--- src/rtl/bwsw_pkg.sv ---
package bwsw_pkg;

  parameter int unsigned CTL_W    = 8;
  parameter int unsigned WSEL_POS = 6;
  parameter int unsigned EN_POS   = 5;

  typedef enum logic [1:0] {
    SEQ_IDLE    = 2'd0,
    SEQ_REQ     = 2'd1,
    SEQ_CHANGE  = 2'd2,
    SEQ_RELEASE = 2'd3
  } seq_st_e;

  // Bits of the control register that hold state; all others read zero.
  function automatic logic [CTL_W-1:0] ctl_keep_mask();
    logic [CTL_W-1:0] m;
    m = '0;
    m[WSEL_POS] = 1'b1;
    m[EN_POS]   = 1'b1;
    return m;
  endfunction

  // A start event: a write that sets the arming bit while it was clear.
  function automatic logic arm_rise(input logic old_en, input logic wr,
                                    input logic [CTL_W-1:0] wdata);
    return wr & wdata[EN_POS] & ~old_en;
  endfunction

  function automatic seq_st_e seq_step(input seq_st_e cur, input logic start,
                                       input logic gnt);
    seq_st_e nxt;
    nxt = cur;
    case (cur)
      SEQ_IDLE:    if (start) nxt = SEQ_REQ;
      SEQ_REQ:     if (gnt)   nxt = SEQ_CHANGE;
      SEQ_CHANGE:             nxt = SEQ_RELEASE;
      SEQ_RELEASE: if (!gnt)  nxt = SEQ_IDLE;
      default:                nxt = SEQ_IDLE;
    endcase
    return nxt;
  endfunction

endpackage

--- src/rtl/bwsw_ctl_reg.sv ---
module bwsw_ctl_reg
  import bwsw_pkg::*;
#(
  parameter int unsigned W    = CTL_W,
  parameter int unsigned WSEL = WSEL_POS,
  parameter int unsigned EN   = EN_POS
) (
  input  logic         clk,
  input  logic         rst_n,
  input  logic         wr,
  input  logic [W-1:0] wdata,
  output logic [W-1:0] rdata,
  output logic         en_rise,
  output logic         wsel_in
);

  localparam logic [W-1:0] KEEP = ctl_keep_mask();

  logic [W-1:0] ctl_q;

  always_ff @(posedge clk or negedge rst_n) begin
    if (!rst_n)  ctl_q <= '0;
    else if (wr) ctl_q <= wdata & KEEP;
  end

  assign rdata   = ctl_q;
  assign en_rise = arm_rise(ctl_q[EN], wr, wdata);
  assign wsel_in = wdata[WSEL];

endmodule

--- src/rtl/bwsw_seq.sv ---
module bwsw_seq
  import bwsw_pkg::*;
(
  input  logic clk,
  input  logic rst_n,
  input  logic start,
  input  logic wsel_in,
  input  logic bus_gnt,
  output logic bus_req,
  output logic busy,
  output logic load,
  output logic wsel_hold
);

  seq_st_e st_q, st_d;
  logic    samp_q;

  always_comb st_d = seq_step(st_q, start, bus_gnt);

  always_ff @(posedge clk or negedge rst_n) begin
    if (!rst_n) begin
      st_q   <= SEQ_IDLE;
      samp_q <= 1'b0;
    end else begin
      st_q <= st_d;
      if (st_q == SEQ_IDLE && start) samp_q <= wsel_in;
    end
  end

  assign bus_req   = (st_q == SEQ_REQ) || (st_q == SEQ_CHANGE);
  assign busy      = (st_q != SEQ_IDLE);
  assign load      = (st_q == SEQ_CHANGE);
  assign wsel_hold = samp_q;

endmodule

--- src/rtl/bwsw_width_hold.sv ---
module bwsw_width_hold (
  input  logic clk,
  input  logic rst_n,
  input  logic load,
  input  logic wsel_hold,
  input  logic strap_wide,
  output logic wide_bus,
  output logic switched
);

  logic width_q;
  logic sw_q;

  always_ff @(posedge clk or negedge rst_n) begin
    if (!rst_n) begin
      width_q <= 1'b0;
      sw_q    <= 1'b0;
    end else if (load) begin
      width_q <= wsel_hold;
      sw_q    <= 1'b1;
    end
  end

  assign wide_bus = sw_q ? width_q : strap_wide;
  assign switched = sw_q;

endmodule

--- src/rtl/bwsw_ctrl.sv ---
module bwsw_ctrl
  import bwsw_pkg::*;
(
  input  logic             clk,
  input  logic             rst_n,
  input  logic             ctl_wr,
  input  logic [CTL_W-1:0] ctl_wdata,
  output logic [CTL_W-1:0] ctl_rdata,
  input  logic             strap_wide,
  output logic             bus_req,
  input  logic             bus_gnt,
  output logic             wide_bus,
  output logic             busy
);

  // Internal events, named for the checker.
  logic trig_evt;
  logic wsel_in;
  logic width_load;
  logic wsel_hold;
  logic switched;

  bwsw_ctl_reg u_reg (
    .clk     (clk),
    .rst_n   (rst_n),
    .wr      (ctl_wr),
    .wdata   (ctl_wdata),
    .rdata   (ctl_rdata),
    .en_rise (trig_evt),
    .wsel_in (wsel_in)
  );

  bwsw_seq u_seq (
    .clk       (clk),
    .rst_n     (rst_n),
    .start     (trig_evt),
    .wsel_in   (wsel_in),
    .bus_gnt   (bus_gnt),
    .bus_req   (bus_req),
    .busy      (busy),
    .load      (width_load),
    .wsel_hold (wsel_hold)
  );

  bwsw_width_hold u_width (
    .clk        (clk),
    .rst_n      (rst_n),
    .load       (width_load),
    .wsel_hold  (wsel_hold),
    .strap_wide (strap_wide),
    .wide_bus   (wide_bus),
    .switched   (switched)
  );

endmodule

--- config.mk ---
export PLATFORM = sky130hd
export DESIGN_NAME = bwsw_ctrl
export DESIGN_NICKNAME = d
export VERILOG_FILES = /design/src/rtl/bwsw_pkg.sv /design/src/rtl/bwsw_ctl_reg.sv /design/src/rtl/bwsw_seq.sv /design/src/rtl/bwsw_width_hold.sv /design/src/rtl/bwsw_ctrl.sv
export SDC_FILE = /design/constraint.sdc
export NUM_CORES = 1
export LEC_CHECK = 0
export ABC_AREA = 1
export BUFFER_PORTS_ARGS = -buffer_cell sky130_fd_sc_hd__buf_2
export CAP_MARGIN = 5
export CORE_AREA = 2 2 39 41
export CTS_BUF_LIST = sky130_fd_sc_hd__clkbuf_8
export CTS_CLUSTER_DIAMETER = 150
export CTS_CLUSTER_SIZE = 20
export DETAILED_ROUTE_END_ITERATION = 6
export DIE_AREA = 0 0 41 43
export GPL_TIMING_DRIVEN = 0
export HOLD_SLACK_MARGIN = 0.12
export PLACE_DENSITY = 0.69
export SYNTH_ARGS = -nofsm -noshare
export SYNTH_HDL_FRONTEND = slang
export SYNTH_SLANG_ARGS = --single-unit
--- constraint.sdc ---
create_clock -name clk -period 1.45 [get_ports clk]
set_clock_uncertainty 0.1 [all_clocks]
set_input_delay 0.29 -clock clk [delete_from_list [all_inputs] [get_ports clk]]
set_output_delay 0.29 -clock clk [all_outputs]
set_load 0.01 [all_outputs]
==> results of run 1 <==
[what timing repair did]
item,4_1_cts,5_1_grt
gates resized for setup,6,2
setup endpoints to repair,2,2
hold buffers,1,0
hold endpoints to repair,7,0
setup buffers,2,0
pin swaps,1,2
[metrics by stage]
stage / hold WS (ps) / utilization, %
after floorplan: -105.6 / -
after global placement: 24.80 / 38.88
after detailed placement: 32.32 / 38.88
after CTS: 213.0 / 46.20
after global routing: 231.9 / 46.65
final: 222.3 / 46.65
[power groups by stage]
stage                     clock, mW  combinational [mW]  sequential, mW
after floorplan                   0               0.310           0.294
after global placement            0               0.410           0.302
after detailed placement          0               0.426           0.301
after CTS                     0.271               0.585           0.292
after global routing          0.285               0.687           0.299
final                         0.263               0.618           0.292
[critical path: cells and delay by family (launching register included)]
family / cells / cell delay, ps
flops: 1 / 390
buf+inv: 2 / 240
fa+ha+maj: 1 / 220
[final timing paths]
path | from | to | slack (ps)
min | ctl_wr | u_reg.rdata[6] | 220
min reg2reg | u_seq.wsel_hold | u_width.width_q | 390
max reg2reg | u_seq.st_q[1] | u_seq.st_q[0] | 50
max in group asynchronous | rst_n | u_width.switched | 750
max | u_seq.st_q[0] | bus_req | -6
min in group asynchronous | rst_n | u_width.width_q | 340
[state kept, by name, indices dropped and copies added (netlist names)]
signal / cells
u_seq.wsel_hold: 1
u_reg.rdata: 2
u_width.width_q: 1
u_width.switched: 1
u_seq.st_q: 2
[cells by family after synthesis]
| group | share of synthesized area (%) |
|---|---|
| simple gates | 22.25 |
| buf+inv | 17.75 |
| flops | 39.44 |
| compound gates | 5.633 |
| fa+ha+maj | 14.08 |
| other cells | 0.8443 |
[metal layers]
layer | vias to the layer above | track usage (%) | wire length, um
met3 | 0 | 3.141 | 53
met4 | 0 | 6.000 | 0
li1 | 195 | - | -
met2 | 11 | 18.75 | 440
met1 | 169 | 11.65 | 352
met5 | - | 0 | 0
[layout make-up]
type,count,area share [%]
flip-flops and latches,7,27.13
well taps,16,3.101
multi-input cells,36,36.24
repair buffers,14,14.34
plain buffers,6,6.977
clock buffers,3,6.395
inverters,9,5.233
clock inverters,1,0.5814
[cells in the final DEF (no fill, tap or decap), drive strengths merged]
cell type,count
dfrtp,7
clkbuf,3
inv,10
conb,6
or2,2
o21ai,3
nand3,3
a21oi,2
ha,5
nand4,1
dlygate4sd3,1
nand2,12
nor2,2
buf,19
==> impl_summary.txt, run 1 <==
----------------------------------------------------
[Run status]
  Result of the run ... finished with violations
  Violated checks ... setup timing

[Power]
  Static power due to leakage ... ~0.35 nW
  PnR Total Power ... 1.173 mW
  Switching part of the total power ... between 30% and 40%
  Power per Cell Area ... 1817 nW/um^2
  Power share of the sequential group ... 24.9%
  Net Switching ... 0.4270 mW
  Share of total power in the clock network ... about 22%
  Worst IR drop on VDD ... slightly below 900 uV
  Gate power share ... between 50% and 60%
  Internal power ... around 0.75 mW

[Timing]
  Final setup violation count ... 1
  Final Hold Violating Endpoints ... 0
  RSZ-0062 raised after global routing ... yes
  Final critical path time including I/O delays and setup ... approximately 1500 ps
  Post-route setup TNS ... -6.413 ps
  Slack of the critical path ... -6.413 ps
  Count of final max-slew check failures ... 0
  Share of the clock period used by the worst path after layout ... 100.4%
  F_max ... approximately 690 MHz

[Floorplan]
  Num rows ... 14
  Area of the die ... around 1800 sq um
  Vertical extent of the die ... 43 um
  Starting density of the core ... approximately 32%
  Die Wd ... roughly 40 um
  Core footprint ... roughly 1400 sq um
  I/O Pins ... 24

[Yosys]
  Cell count after synthesis ... 53
  Dominant cell type by area after synthesis ... dfrtp_1
  Count of flip-flops with a built-in enable after synthesis ... 0
  Synth top area share ... roughly two fifths
  Number of flip-flops and latches in the synthesized netlist ... 7
  Fraction of the yosys area taken by sequential cells ... around two fifths
  Yosys warns ... 0
  Number of distinct standard cells referenced by the synthesized netlist ... 15
  Fraction of registers with async set/reset ... between 90% and 100%
  Summed instance area of the synthesized netlist ... ~440 sq um
  Most instantiated cells after synthesis ... 9 x inv_1, 9 x nand2_1, 7 x dfrtp_1
  Leading post-synthesis cells by cell area ... dfrtp_1 39%, ha_1 14%, buf_4 10%
  Most used flip-flop cell after synthesis ... dfrtp_1
  Syn Area/Cell ... around 8.4 sq um

[Drt]
  Router iterations before antenna repair ... 3
  Residual antenna-violating net count after detailed routing ... 0
  Starting DRT DRC Count ... 3
  Detail-routed via count per cell ... around 4.1
  Routed WL ... 846 um
  Wire per inst ... 9.196 um
  Post-route DRC ... 0
  Overall via count from detail_route ... between 300 and 400

[Cells and area]
  Final Net Count ... 95
  Area Overhead vs Synth ... 45.35%
  Reg area ... between 150 and 200 sq um
  Multi-input gate area in the final layout ... ~230 sq um
  Final standard cell count with taps included and fillers excluded ... a little over 90
  Fill cell total of the finished layout ... 134
  Number of diodes added for antenna fixing ... 0
  Share of cells above drive strength 1 ... ~43%
  Finished layout cell area ... ~650 sq um

[Placement]
  Gpl congestion ... about 0.76
  Post-Place Cells ... 85
  Total half-perimeter wirelength after legalization and detailed placement ... a little under 600 um
  IO Port Bufs ... 11
  Placed standard-cell area ... 538.0 sq um
  Place WS ... around 90 ps

[Critical path]
  Maximum net fanout on the critical path ... 3
  Kind of capture point of the worst setup path ... output pin
  Data arrival time of the critical path ... between 1000 and 1500 ps
  Slowest cell on the critical path ... dfrtp_1
  Number of cells traversed by the worst register-to-register path ... 5
  Worst stage delay on the critical path ... slightly below 400 ps
  Startpoint class of the critical path ... flop
  Cell breakdown of the critical path ... inv_2, ha_4, buf_6
  Data required time at the worst endpoint ... approximately 1100 ps
  Crit Path Class ... flop to output pin

[Clock tree]
  Buffer levels on the longest clock path ... 2
  CTS root buffer ... clkbuf_8
  CTS tree ... built
  Clock Sinks ... 7
  TritonCTS buffer count ... 3
  Clock insertion delay at the later pin of the skew report ... around 220 ps
  H-Tree Level Count ... 1
  Post-CTS clock slew at the launch and capture registers of the worst setup and hold paths ... around 40 ps

[GRT]
  Remaining Overflow, GRT ... 0
  First-pass GRT wire length ... roughly 1300 um
  Number of antenna violations at the first check in global routing ... 0
  Gr usage total ... between 10 and 15%
  Largest net degree at the start of global routing ... 8
  Vias in the first global route ... ~340

[Min path]
  Number of instances on the worst hold path ... 2
  Worst hold path class ... primary input to flop

[Flow run]
  Max-cap violation count ... 0

----------------------------------------------------
No activity file was read; power rests on OpenSTA's default activity.
==> inputs of run 2 (changes only) <==
--- a/config.mk
+++ b/config.mk
@@ -10,13 +10,14 @@
 export CAP_MARGIN = 5
 export CORE_AREA = 2 2 39 41
 export CTS_BUF_LIST = sky130_fd_sc_hd__clkbuf_8
-export CTS_CLUSTER_DIAMETER = 150
+export CTS_CLUSTER_DIAMETER = 50
 export CTS_CLUSTER_SIZE = 20
 export DETAILED_ROUTE_END_ITERATION = 6
 export DIE_AREA = 0 0 41 43
 export GPL_TIMING_DRIVEN = 0
 export HOLD_SLACK_MARGIN = 0.12
 export PLACE_DENSITY = 0.69
+export RECOVER_POWER = 50
 export SYNTH_ARGS = -nofsm -noshare
 export SYNTH_HDL_FRONTEND = slang
 export SYNTH_SLANG_ARGS = --single-unit
==> impl_summary.txt, run 2 (synthesized netlist as in run 1, its figures left out) <==
----------------------------------------------------
[Cells and area]
  Final standard cell count with taps included and fillers excluded ... 92 (unchanged)
  Reg area ... 175.2 sq um (unchanged)
  Leading cell type in the layout, fill and taps excluded ... nand2_1
  Area Overhead vs Synth ... 45.07%
  Share of cells above drive strength 1 ... 42.11% (-1.3 points)
  Multi-input gate area in the final layout ... 234.0 sq um (unchanged)
  Finished layout cell area ... 644.4 sq um (-0.19%)
  Fill cell total of the finished layout ... 135 (+0.75%)
  Number of diodes added for antenna fixing ... 0 (unchanged)
  Highest-count cells in the layout ignoring fill and taps ... 9 x nand2_1, 8 x buf_4, 8 x buf_2
  Final Net Count ... 95 (unchanged)

[Critical path]
  Kind of capture point of the worst setup path ... output pin
  Data required time at the worst endpoint ... 1060 ps (about the same)
  Slowest cell on the critical path ... dfrtp_1
  Crit Path Class ... flop to output pin
  Maximum net fanout on the critical path ... 3 (unchanged)
  Cell breakdown of the critical path ... inv_2, ha_4, buf_6
  Largest delay share family, worst path ... flip-flops
  Worst stage delay on the critical path ... 390 ps (about the same)
  Data arrival time of the critical path ... 1070 ps (about the same)
  Startpoint class of the critical path ... flop
  Buffers plus inverters on the worst setup path ... 2 (unchanged)

[Drt]
  Wire per inst ... 9.185 um (-0.12%)
  Residual antenna-violating net count after detailed routing ... 0 (unchanged)
  Router iterations before antenna repair ... 3 (unchanged)
  Post-route DRC ... 0 (unchanged)
  Starting DRT DRC Count ... 3 (unchanged)
  Routed WL ... 845 um (-0.12%)
  Detail-routed via count per cell ... 4.076 (unchanged)
  Overall via count from detail_route ... 375 (unchanged)

[Floorplan]
  Starting density of the core ... 32.10% (unchanged)
  Core footprint ... 1384 sq um (unchanged)
  Die Wd ... 41 um (unchanged)
  I/O Pins ... 24 (unchanged)
  Vertical extent of the die ... 43 um (unchanged)
  Num rows ... 14 (unchanged)
  Area of the die ... 1763 sq um (unchanged)

[Placement]
  IO Port Bufs ... 11 (unchanged)
  Post-Place Cells ... 85 (unchanged)
  Total half-perimeter wirelength after legalization and detailed placement ... 592.5 um (unchanged)
  Placed standard-cell area ... 538.0 sq um (unchanged)
  Gpl congestion ... 0.7560 (unchanged)

[Clock tree]
  Clock Sinks ... 7 (unchanged)
  Buffer levels on the longest clock path ... 2 (unchanged)
  Clock insertion delay at the later pin of the skew report ... 220 ps (about the same)
  CTS root buffer ... clkbuf_8
  H-Tree Level Count ... 1 (unchanged)
  Post-CTS clock slew at the launch and capture registers of the worst setup and hold paths ... 40 ps (about the same)
  TritonCTS buffer count ... 3 (unchanged)
  CTS tree ... built

[Timing]
  Share of the clock period used by the worst path after layout ... 100.4% (about the same)
  Final setup violation count ... 1 (unchanged)
  F_max ... 686.6 MHz (unchanged)
  RSZ-0062 raised after global routing ... yes
  Slack of the critical path ... -6.414 ps (-0.0001100 ps)
  Final critical path time including I/O delays and setup ... 1456 ps (+0.0001100 ps)
  Count of final max-slew check failures ... 0 (unchanged)
  Final Hold Violating Endpoints ... 0 (unchanged)

[GRT]
  Gr usage total ... 11.17% (unchanged)
  Vias in the first global route ... 342 (unchanged)
  Met3 track demand over resource ... 3.141% (unchanged)
  Grt peak-use layer ... met2
  Largest net degree at the start of global routing ... 8 (unchanged)
  Global-route met2 utilization ... 18.75% (unchanged)
  Global routing usage on met1 ... 11.65% (unchanged)
  Remaining Overflow, GRT ... 0 (unchanged)
  Number of antenna violations at the first check in global routing ... 0 (unchanged)
  First-pass GRT wire length ... 1317 um (unchanged)

[Min path]
  Worst hold path class ... primary input to flop

[Run status]
  Result of the run ... finished with violations
  Violated checks ... setup timing

[Power]
  Power per Cell Area ... 1819 nW/um^2 (+0.16%)
  Static power due to leakage ... 0.3512 nW (-0.78%)
  Worst IR drop on VDD ... 889.5 uV (about the same)

[Flow run]
  Max-cap violation count ... 0 (unchanged)

----------------------------------------------------
## run 2: cell types whose count changed in the layout (fill, tap and decap cells not counted)
cell,change
clkbuf_1,+1
buf_2,-1
## run 2: path summary, 6_finish.rpt
kind	start	endpoint	slack (ps)	cells after the start
max	u_seq.st_q[0]	bus_req	-6	3
min	ctl_wr	u_reg.rdata[6]	220	2
max reg2reg	u_seq.st_q[1]	u_seq.st_q[0]	50	5
min reg2reg	u_seq.wsel_hold	u_width.width_q	390	2
max in group asynchronous	rst_n	u_width.switched	570	2
min in group asynchronous	rst_n	u_width.width_q	410	2
## run 2: timing repair
item / in CTS / in global routing
resized for setup: 6 / 2
hold buffers: 1 / 0
endpoints found under the setup margin: 2 / 2
setup buffers: 2 / 0
pin swaps: 1 / 2
endpoints found under the hold margin: 7 / 0
## run 2: metal layers
metal	vias to the layer above	wire length [um]	share of wire, %
li1	195	-	-
met1	169	353	42
met2	11	440	52
met3	0	51	6.0
met4	0	0	0
met5	-	0	0
## run 2: layout make-up
type                       instances  share of cell area, %
timing repair buffer              14                  14.17
sequential                         7                  27.18
multi-input combinational         36                  36.31
clock inverter                     1                 0.5825
clock buffer                       3                  6.408
tap                               16                  3.107
inverter                           9                  5.243
buffer                             6                  6.990
## run 2: worst reg2reg max path, stage by stage (launching register included)
cell and delay, ps:
dfrtp_1 390, buf_4 150, ha_1 220, or2_2 290, nand3_1 90, nand2_1 50
## run 2: report_power, final
group	total [mW]	internal [mW]	switching, mW
sequential	0.292	0.256	0.0354
clock	0.263	0.183	0.0805
combinational	0.618	0.307	0.311
total	1.17	0.745	0.427
## run 2: through the flow
stage / utilization (%) / worst slack, ps / power [mW] / setup TNS, ps / hold slack (ps)
global placement: 38.88 / 116.4 / 0.7119 / 0 / 24.80
detailed placement: 38.88 / 90.15 / 0.7273 / 0 / 32.32
CTS: 46.20 / -14.40 / 1.148 / -14.40 / 213.0
finish: 46.56 / -6.414 / 1.172 / -6.414 / 222.3
floorplan: - / 194.1 / 0.6032 / 0 / -105.6
global route: 46.56 / -53.24 / 1.271 / -75.49 / 231.9
==> inputs of run 3 (changes only) <==
--- a/config.mk
+++ b/config.mk
@@ -8,15 +8,18 @@
 export ABC_AREA = 1
 export BUFFER_PORTS_ARGS = -buffer_cell sky130_fd_sc_hd__buf_2
 export CAP_MARGIN = 5
-export CORE_AREA = 2 2 39 41
+export CELL_PAD_IN_SITES_DETAIL_PLACEMENT = 1
+export CELL_PAD_IN_SITES_GLOBAL_PLACEMENT = 1
+export CORE_ASPECT_RATIO = 1.1
+export CORE_MARGIN = 2
+export CORE_UTILIZATION = 31
 export CTS_BUF_LIST = sky130_fd_sc_hd__clkbuf_8
 export CTS_CLUSTER_DIAMETER = 50
 export CTS_CLUSTER_SIZE = 20
 export DETAILED_ROUTE_END_ITERATION = 6
-export DIE_AREA = 0 0 41 43
 export GPL_TIMING_DRIVEN = 0
 export HOLD_SLACK_MARGIN = 0.12
-export PLACE_DENSITY = 0.69
+export PLACE_DENSITY = 0.86
 export RECOVER_POWER = 50
 export SYNTH_ARGS = -nofsm -noshare
 export SYNTH_HDL_FRONTEND = slang
==> impl_summary.txt, run 3 (synthesized netlist as in run 1, its figures left out) <==
----------------------------------------------------
[Run status]
  Result of the run ... finished with violations
  Violated checks ... setup timing

[Power]
  Share of total power in the clock network ... 21.0% (-1.4 points)
  Gate power share ... 55.2% (+2.5 points)
  Switching part of the total power ... 36.32% (-0.11 points)
  Worst IR drop on VDD ... 802.9 uV (-9.7%)
  Power share of the sequential group ... 23.9% (-1.0 points)
  Internal power ... 0.7883 mW (+5.8%)
  Static power due to leakage ... 0.3607 nW (+2.7%)
  Power per Cell Area ... 1877 nW/um^2 (+3.2%)
  Net Switching ... 0.4495 mW (+5.3%)

[Clock tree]
  CTS root buffer ... clkbuf_8
  Clock insertion delay at the later pin of the skew report ... 220 ps (about the same)
  Buffer levels on the longest clock path ... 2 (unchanged)
  H-Tree Level Count ... 1 (unchanged)
  Post-CTS clock slew at the launch and capture registers of the worst setup and hold paths ... 40 ps (about the same)
  TritonCTS buffer count ... 3 (unchanged)
  Clock Sinks ... 7 (unchanged)
  CTS tree ... built

[Critical path]
  Crit Path Class ... flop to output pin
  Kind of capture point of the worst setup path ... output pin
  Slowest cell on the critical path ... dfrtp_1
  Largest delay share family, worst path ... flip-flops
  Cell breakdown of the critical path ... inv_2, ha_4, buf_6
  Data required time at the worst endpoint ... 1060 ps (about the same)
  Worst stage delay on the critical path ... 400 ps (about the same)
  Number of cells traversed by the worst register-to-register path ... 5 (unchanged)
  Startpoint class of the critical path ... flop
  Levels on crit path ... 3 (unchanged)
  Data arrival time of the critical path ... 1070 ps (about the same)
  Maximum net fanout on the critical path ... 3 (unchanged)
  Buffers plus inverters on the worst setup path ... 2 (unchanged)

[Cells and area]
  Share of cells above drive strength 1 ... 43.59% (+1.5 points)
  Area Overhead vs Synth ... 48.45%
  Finished layout cell area ... 659.4 sq um (+2.3%)
  Final Net Count ... 97 (+2.1%)
  Number of diodes added for antenna fixing ... 0 (unchanged)
  Final standard cell count with taps included and fillers excluded ... 94 (+2.2%)
  Leading cell type in the layout, fill and taps excluded ... buf_4
  Highest-count cells in the layout ignoring fill and taps ... 10 x buf_4, 9 x nand2_1, 8 x buf_2
  Final core utilization ... 48.89% (+2.3 points)

[Flow run]
  Max-cap violation count ... 0 (unchanged)

[Timing]
  Slack of the critical path ... -12.81 ps (-6.400 ps)
  F_max ... 683.6 MHz (-0.44%)
  Share of the clock period used by the worst path after layout ... 100.9% (+0.44 points)
  Final setup violation count ... 1 (unchanged)
  Worst hold slack across all endpoints ... 227.6 ps (+5.349 ps)
  Post-route setup TNS ... -12.81 ps (-6.400 ps)
  Final critical path time including I/O delays and setup ... 1463 ps (+6.400 ps)
  Count of final max-slew check failures ... 0 (unchanged)
  RSZ-0062 raised after global routing ... yes
  Final Hold Violating Endpoints ... 0 (unchanged)

[GRT]
  First-pass GRT wire length ... 1697 um (+29%)
  Remaining Overflow, GRT ... 0 (unchanged)
  Vias in the first global route ... 425 (+24%)
  Number of antenna violations at the first check in global routing ... 0 (unchanged)
  Largest net degree at the start of global routing ... 8 (unchanged)
  Gr usage total ... 14.49% (+3.3 points)

[Placement]
  Post-Place Cells ... 85 (unchanged)
  Total half-perimeter wirelength after legalization and detailed placement ... 792.8 um (+34%)
  IO Port Bufs ... 11 (unchanged)
  Placed standard-cell area ... 538.0 sq um (unchanged)
  Gpl congestion ... 0.7311 (-3.3%)

[Drt]
  Residual antenna-violating net count after detailed routing ... 0 (unchanged)
  Starting DRT DRC Count ... 0 (-3)
  Router iterations before antenna repair ... 1 (-2)
  Detail-routed via count per cell ... 4.245 (+4.1%)
  Post-route DRC ... 0 (unchanged)
  Overall via count from detail_route ... 399 (+6.4%)
  Wire per inst ... 10.77 um (+17%)
  Routed WL ... 1012 um (+20%)

[Floorplan]
  Die Wd ... 40.09 um (-2.2%)
  Num rows ... 14 (unchanged)
  Core footprint ... 1349 sq um (-2.5%)
  I/O Pins ... 24 (unchanged)
  Vertical extent of the die ... 43.70 um (+1.6%)
  Starting density of the core ... 32.93% (+0.83 points)
  Area of the die ... 1752 sq um (-0.63%)

[Min path]
  Number of instances on the worst hold path ... 2 (unchanged)
  Worst hold path class ... primary input to flop

----------------------------------------------------
-- run 3: area by class of cell --
cell class / instances / area (sq um)
repair buffers: 16 / 106.4
clock buffers: 3 / 41.29
well taps: 16 / 20.02
multi-input cells: 36 / 234.0
flip-flops and latches: 7 / 175.2
inverters: 9 / 33.78
fillers: 175 / 689.4
clock inverters: 1 / 3.754
plain buffers: 6 / 45.04
-- run 3: stage by stage --
stage	power [mW]	setup WS, ps
2_1_floorplan	0.6032	194.1
3_3_place_gp	0.7135	114.2
3_5_place_dp	0.7577	58.82
4_1_cts	1.107	-31.89
5_1_grt	1.361	-42.68
6_report	1.238	-12.81
-- run 3: what timing repair did --
| item | 4_1_cts | 5_1_grt |
|---|---|---|
| hold buffers | 1 | 0 |
| setup buffers | 3 | 1 |
| pin swaps | 1 | 0 |
| resized for setup | 2 | 6 |
| hold endpoints to repair | 7 | 0 |
| setup endpoints to repair | 2 | 3 |
-- run 3: path summary, 6_finish.rpt --
path,startpoint,endpoint,slack [ps]
max reg2reg,u_seq.st_q[1],u_seq.st_q[0],50
max,u_seq.st_q[1],bus_req,-10
max in group asynchronous,rst_n,u_width.switched,580
min,ctl_wr,u_reg.rdata[6],230
min reg2reg,u_width.switched,u_width.switched,400
min in group asynchronous,rst_n,u_reg.rdata[6],400
-- run 3: routing by layer --
| metal | GRT usage (%) | share of wire [%] | vias to the layer above |
|---|---|---|---|
| li1 | - | - | 199 |
| met1 | 13.92 | 33 | 186 |
| met2 | 26.13 | 60 | 12 |
| met3 | 2.564 | 4.9 | 2 |
| met4 | 9.655 | 1.4 | 0 |
| met5 | 0 | 0 | - |
-- run 3: worst register-to-register path, cell delays in order (launching register included) --
cell     delay, ps
dfrtp_1        400
buf_4          160
ha_1           220
or2_2          280
nand3_1         90
nand2_1         50
-- run 3: power by group through the flow --
stage	logic (mW)	clock network, mW	registers, mW
floorplan	0.310	0	0.294
global placement	0.412	0	0.302
detailed placement	0.454	0	0.304
CTS	0.546	0.267	0.294
global route	0.775	0.283	0.303
finish	0.683	0.259	0.295
